$ cat src/rtl/msclk_pkg.sv
package msclk_pkg;
   localparam int NUM_SRC    = 2;
   localparam int SEL_W      = (NUM_SRC > 1) ? $clog2(NUM_SRC) : 1;
   localparam int SRC_FRAME  = 0;
   localparam int SRC_MINUTE = 1;
endpackage

$ cat src/rtl/msclk_counter.sv
module msclk_counter #(
   parameter int CNT_W      = 16,
   parameter int WRAP_COUNT = 60000,
   parameter int FRAME_LOG2 = 5
) (
   input  logic             clk,
   input  logic             rst_n,
   input  logic             adv,
   output logic [CNT_W-1:0] count,
   output logic             frame_hit,
   output logic             minute_hit
);
   localparam int NXT_W = CNT_W + 1;
   localparam logic [NXT_W-1:0] WRAP_V = NXT_W'(WRAP_COUNT);

   logic [NXT_W-1:0] nxt;
   logic             wrap_now;
   logic             frame_now;

   assign nxt = {1'b0, count} + NXT_W'(1);

   generate
      if (WRAP_COUNT == (1 << CNT_W)) begin : g_wrap_carry
         assign wrap_now = nxt[CNT_W];
      end else begin : g_wrap_cmp
         assign wrap_now = (nxt == WRAP_V);
      end
   endgenerate

   assign frame_now = (nxt[FRAME_LOG2-1:0] == '0);

   always_ff @(posedge clk) begin
      if (!rst_n) begin
         count      <= '0;
         frame_hit  <= 1'b0;
         minute_hit <= 1'b0;
      end else begin
         frame_hit  <= 1'b0;
         minute_hit <= 1'b0;
         if (adv) begin
            count      <= wrap_now ? '0 : nxt[CNT_W-1:0];
            frame_hit  <= frame_now;
            minute_hit <= wrap_now;
         end
      end
   end

   AST_CNT_RANGE: assert property (@(posedge clk) disable iff (!rst_n)
      {1'b0, count} < WRAP_V);
   AST_IDLE_HOLD: assert property (@(posedge clk) disable iff (!rst_n)
      !adv |=> $stable(count) && !frame_hit && !minute_hit);
   AST_STEP: assert property (@(posedge clk) disable iff (!rst_n)
      adv |=> (count == $past(count) + CNT_W'(1)) || (count == '0 && minute_hit));
   AST_MIN_ZERO: assert property (@(posedge clk) disable iff (!rst_n)
      minute_hit |-> count == '0);
   AST_FRAME_ALIGN: assert property (@(posedge clk) disable iff (!rst_n)
      frame_hit |-> count[FRAME_LOG2-1:0] == '0);
endmodule

$ cat src/rtl/msclk_levels.sv
module msclk_levels
   import msclk_pkg::*;
#(
   parameter int LVL_W = 4
) (
   input  logic                          clk,
   input  logic                          rst_n,
   input  logic                          we,
   input  logic [SEL_W-1:0]              sel,
   input  logic [LVL_W-1:0]              data,
   output logic [NUM_SRC-1:0][LVL_W-1:0] levels
);
   generate
      for (genvar i = 0; i < NUM_SRC; i++) begin : g_src
         always_ff @(posedge clk) begin
            if (!rst_n) begin
               levels[i] <= '0;
            end else if (we && sel == SEL_W'(i)) begin
               levels[i] <= data;
            end
         end

         AST_LVL_WRITE: assert property (@(posedge clk) disable iff (!rst_n)
            (we && sel == SEL_W'(i)) |=> levels[i] == $past(data));
         AST_LVL_KEEP: assert property (@(posedge clk) disable iff (!rst_n)
            !(we && sel == SEL_W'(i)) |=> $stable(levels[i]));
      end
   endgenerate
endmodule

$ cat src/rtl/msclk_io_port.sv
module msclk_io_port #(
   parameter int CNT_W = 16
) (
   input  logic             rd,
   input  logic             enable,
   input  logic [CNT_W-1:0] count,
   output logic [CNT_W-1:0] data,
   output logic             illegal
);
   always_comb begin
      data    = '0;
      illegal = 1'b0;
      if (rd) begin
         if (enable) data = count;
         else        illegal = 1'b1;
      end
   end
endmodule

$ cat src/rtl/msclk_top.sv
module msclk_top
   import msclk_pkg::*;
#(
   parameter int CNT_W      = 16,
   parameter int WRAP_COUNT = 60000,
   parameter int FRAME_LOG2 = 5,
   parameter int LVL_W      = 4
) (
   input  logic             clk,
   input  logic             rst_n,
   input  logic             tick_en,
   input  logic             dev_enable,
   input  logic             io_rd,
   output logic [CNT_W-1:0] io_data,
   output logic             io_illegal,
   input  logic             cfg_we,
   input  logic [SEL_W-1:0] cfg_sel,
   input  logic [LVL_W-1:0] cfg_level,
   output logic             irq_frame,
   output logic [LVL_W-1:0] lvl_frame,
   output logic             irq_minute,
   output logic [LVL_W-1:0] lvl_minute
);
   localparam bit WRAP_ALIGNED = (WRAP_COUNT % (1 << FRAME_LOG2)) == 0;

   initial begin : elab_chk
      if (CNT_W < 2 || CNT_W > 30)
         $error("msclk_top: CNT_W out of range");
      if (WRAP_COUNT < 2 || WRAP_COUNT > (1 << CNT_W))
         $error("msclk_top: WRAP_COUNT does not fit the counter");
      if (FRAME_LOG2 < 1 || FRAME_LOG2 >= CNT_W)
         $error("msclk_top: FRAME_LOG2 out of range");
      if (LVL_W < 1)
         $error("msclk_top: LVL_W must be positive");
   end

   logic                          adv;
   logic [CNT_W-1:0]              count;
   logic [NUM_SRC-1:0][LVL_W-1:0] levels;

   assign adv = tick_en && dev_enable;

   msclk_counter #(
      .CNT_W(CNT_W), .WRAP_COUNT(WRAP_COUNT), .FRAME_LOG2(FRAME_LOG2)
   ) u_cnt (
      .clk(clk), .rst_n(rst_n), .adv(adv), .count(count),
      .frame_hit(irq_frame), .minute_hit(irq_minute)
   );

   msclk_levels #(.LVL_W(LVL_W)) u_lvl (
      .clk(clk), .rst_n(rst_n), .we(cfg_we), .sel(cfg_sel),
      .data(cfg_level), .levels(levels)
   );

   msclk_io_port #(.CNT_W(CNT_W)) u_io (
      .rd(io_rd), .enable(dev_enable), .count(count),
      .data(io_data), .illegal(io_illegal)
   );

   assign lvl_frame  = levels[SRC_FRAME];
   assign lvl_minute = levels[SRC_MINUTE];

   AST_DIS_QUIET: assert property (@(posedge clk) disable iff (!rst_n)
      !dev_enable |=> $stable(count) && !irq_frame && !irq_minute);
   AST_READ_LIVE: assert property (@(posedge clk) disable iff (!rst_n)
      (io_rd && dev_enable) |-> (io_data == count && !io_illegal));
   AST_READ_BLOCKED: assert property (@(posedge clk) disable iff (!rst_n)
      (io_rd && !dev_enable) |-> (io_illegal && io_data == '0));

   generate
      if (WRAP_ALIGNED) begin : g_both_chk
         AST_WRAP_BOTH: assert property (@(posedge clk) disable iff (!rst_n)
            irq_minute |-> irq_frame);
      end
   endgenerate
endmodule

$ cat config.mk
export PLATFORM = sky130hd
export DESIGN_NAME = msclk_top
export DESIGN_NICKNAME = d
export VERILOG_FILES = /design/src/rtl/msclk_pkg.sv /design/src/rtl/msclk_counter.sv /design/src/rtl/msclk_levels.sv /design/src/rtl/msclk_io_port.sv /design/src/rtl/msclk_top.sv
export SDC_FILE = /design/constraint.sdc
export NUM_CORES = 1
export LEC_CHECK = 0
export CAP_MARGIN = 10
export CORE_MARGIN = 5
export CORE_UTILIZATION = 45
export DETAILED_ROUTE_END_ITERATION = 16
export PLACE_DENSITY = 0.73
export SLEW_MARGIN = 30
export SYNTH_ARGS = -nofsm -noshare
export SYNTH_HDL_FRONTEND = slang
export SYNTH_SLANG_ARGS = --single-unit
export TNS_END_PERCENT = 100
$ cat constraint.sdc
create_clock -name clk -period 3.7 [get_ports clk]
set_input_delay 0.925 -clock clk [delete_from_list [all_inputs] [get_ports clk]]
set_output_delay 0.925 -clock clk [all_outputs]
set_load 0.005 [all_outputs]
==> reports/results.ini <==
[die]
die_w_um=69.6
dieArea_mm2=0.00484
rows=21
io_pins=38
initial_core_util=0.471
core-area_mm2=0.00339
die_y_um=69.6

[global_route]
overflow=0
grt_pass1_wl_um=6390
globalRouteTotalUtil=0.157
grt_pass1_vias=1321
grt_max_degree=20
antenna_found_initial=0

[synth]
synth_nets=214
ys_ff_latch=26
ys_types=47
synth_largest_area_cell=dfxtp_1
netlist_top_cells_area=dfxtp_1 33%, nand2_1 6.3%, and3_1 6.3%
synth_edf_count=0
synth_area_mm2=0.00160
ys_async_sr_fraction=0
avgSynthCellArea_um2=7.91
synthCells=202
yosysSeqAreaShare=0.326
yosysWarnings=0
synth_flop_cell=dfxtp_1
synth.cells.most_frequent=27 x nand2_1, 26 x dfxtp_1, 16 x and3_1
synth_top_area_share=0.326
yosysMostFrequentCell=nand2_1

[layout]
antenna_cells=0
fin_cells=276
drive_above_1_share=0.0609
multi_input_area_um2=961
fillers=321
syn_to_final_growth_pct=24.2
finalNetCount=243
seq_area_um2=520

[clocking]
cts_resized=0
cts.sinks=26
path_clk_slew_ps=150
cts_buffer_depth=2
h-tree-depth=1
cts_tree=done
clock_latency_ps=330
cts_buffers=3
cts_root_buffer=clkbuf_4
cts_hold_buf=0
postCtsSetupBuffers=0

[setup_path]
crit_family=buffers and inverters
critPathMaxStageDelay_ps=760
slowest_stage=clkdlybuf4s50_1
cp_max_fo=19
r2r_cells=7
rrSetupSlack_ps=930
critPathKind=in -> out
worst_setup_path_end_kind=output port
crit_top_cell=clkdlybuf4s50_1
cp-start-kind=input pin
crit_arrival_ps=2440
path_depth=3
cp_cell_sequence=clkdlybuf4s50_1 -> and3_2 -> clkdlybuf4s50_1
cp_num_buf_inv=2
required_ps=2770

[drt]
antenna_left=0
drcViolationCount=0
viasPerCell=5.52
wire_per_inst_um=13.7
drt_wl_total_um=3790
drt_pass1_iterations=4
vias=1524
drtIter0Drc=109

[timing]
hold_viol=0
finalSetupViolations=0
period_needed_ps=3360
tightest_slew_ps=495
period_share=0.909
slew_viol_final=0
relSlewSlack=0.669
fmax_ghz=0.297
timing.setup.tns_ps=0
rsz0062_at_grt=false
fin_skew_ps=8.34

[pwr]
powerDensity_mw_per_mm2=269
power.total_w=0.000534
p_leak_nw=0.713
vdd_drop_max_uv=177

[flow_run]
cap_violations=0

[outcome]
status=finished, final reports clean

[place]
placed_cells=272
io_buffers=37
hpwl_um=2770
gp_congestion=0.895

[hold_path]
hp-class=reg -> reg
hold_depth=2

flip-flops by register name, summed over array words and instances, names as in the netlist:
register / count
u_cnt.frame_hit: 1
u_cnt.minute_hit: 1
u_cnt.count: 16
u_lvl.levels: 8
worst reg2reg max path: cells and delay by family (launching register included):
kind                     cells  cell delay [ps]
AND/OR/NAND/NOR              3             1050
AO/OA/AOI/OAI                3              790
flip-flops                   1              550
adder cells (fa/ha/maj)      1              280
per-layer routing:
layer,vias up,part of all wire,GRT usage
met5,-,0,0
met3,5,0.063,0.0275
li1,785,-,-
met2,48,0.43,0.254
met4,0,0.013,0.0456
met1,686,0.49,0.211
final timing paths:
kind	startpoint	to
setup / recovery	dev_enable	io_data[6]
hold / removal	u_lvl.levels[3]$_SDFFE_PN0P_	u_lvl.levels[3]$_SDFFE_PN0P_
setup reg to reg	u_cnt.count[0]$_SDFFE_PN0P_	u_cnt.count[5]$_SDFFE_PN0P_
hold reg to reg	u_lvl.levels[3]$_SDFFE_PN0P_	u_lvl.levels[3]$_SDFFE_PN0P_
area by class of cell:
cell class	count	share of cell area
Sequential cell	26	0.262
Clock inverter	1	0.0151
Clock buffer	3	0.0113
Tap cell	46	0.0290
Inverter	6	0.0113
Multi-Input combinational cell	157	0.484
Timing Repair Buffer	37	0.187
cell usage in the layout (no fill, tap or decap), types with 2 or more instances in the layout:
cell type | Yosys | layout
nor4_2 | 2 | 2
clkdlybuf4s50_1 | 0 | 37
nor2_1 | 11 | 11
a31oi_1 | 3 | 3
and2_1 | 4 | 4
nor3_1 | 4 | 4
nand3_1 | 11 | 11
nor4_1 | 2 | 2
xor2_1 | 2 | 2
inv_1 | 6 | 6
o21ai_0 | 12 | 12
nor2b_1 | 3 | 3
or3_1 | 4 | 4
nor3b_1 | 2 | 2
o31ai_1 | 2 | 2
clkbuf_4 | 0 | 3
a21boi_0 | 8 | 8
dfxtp_1 | 26 | 26
and3_1 | 16 | 16
nand4_1 | 6 | 6
a21oi_1 | 12 | 12
nand2_1 | 27 | 27
xnor2_1 | 4 | 4
and4_1 | 2 | 2
power breakdown:
group	leakage, nW	internal [W]	switching, W	total (W)
registers	0.211	0.000285	0.00000496	0.000290
clock network	0.0279	0.000110	0.0000880	0.000198
logic	0.475	0.0000237	0.0000229	0.0000466
kinds of logic (layout without fill, tap and decap cells):
kind of cell / Yosys count / count (layout) / share of synthesized area
and+or+nand+nor: 101 / 101 / 0.352
AOI/OAI and AO/OA: 47 / 47 / 0.193
adders and majority gates: 1 / 1 / 0.00783
muxes: 1 / 1 / 0.00626
DFF: 26 / 26 / 0.326
xor gates and xnor gates: 7 / 7 / 0.0431
buffers and inverters: 19 / 47 / 0.0728
metrics by stage:
step	util	worst slack [ps]	hold slack (ps)	cell area, µm²
6_report	0.585	337	469	1980
2_1_floorplan	-	1470	453	1600
3_3_place_gp	0.570	379	444	1930
5_1_grt	0.585	272	499	1980
4_1_cts	0.585	354	472	1980
3_5_place_dp	0.570	359	450	1930
Note: power is estimated with default switching activity, not from simulation.
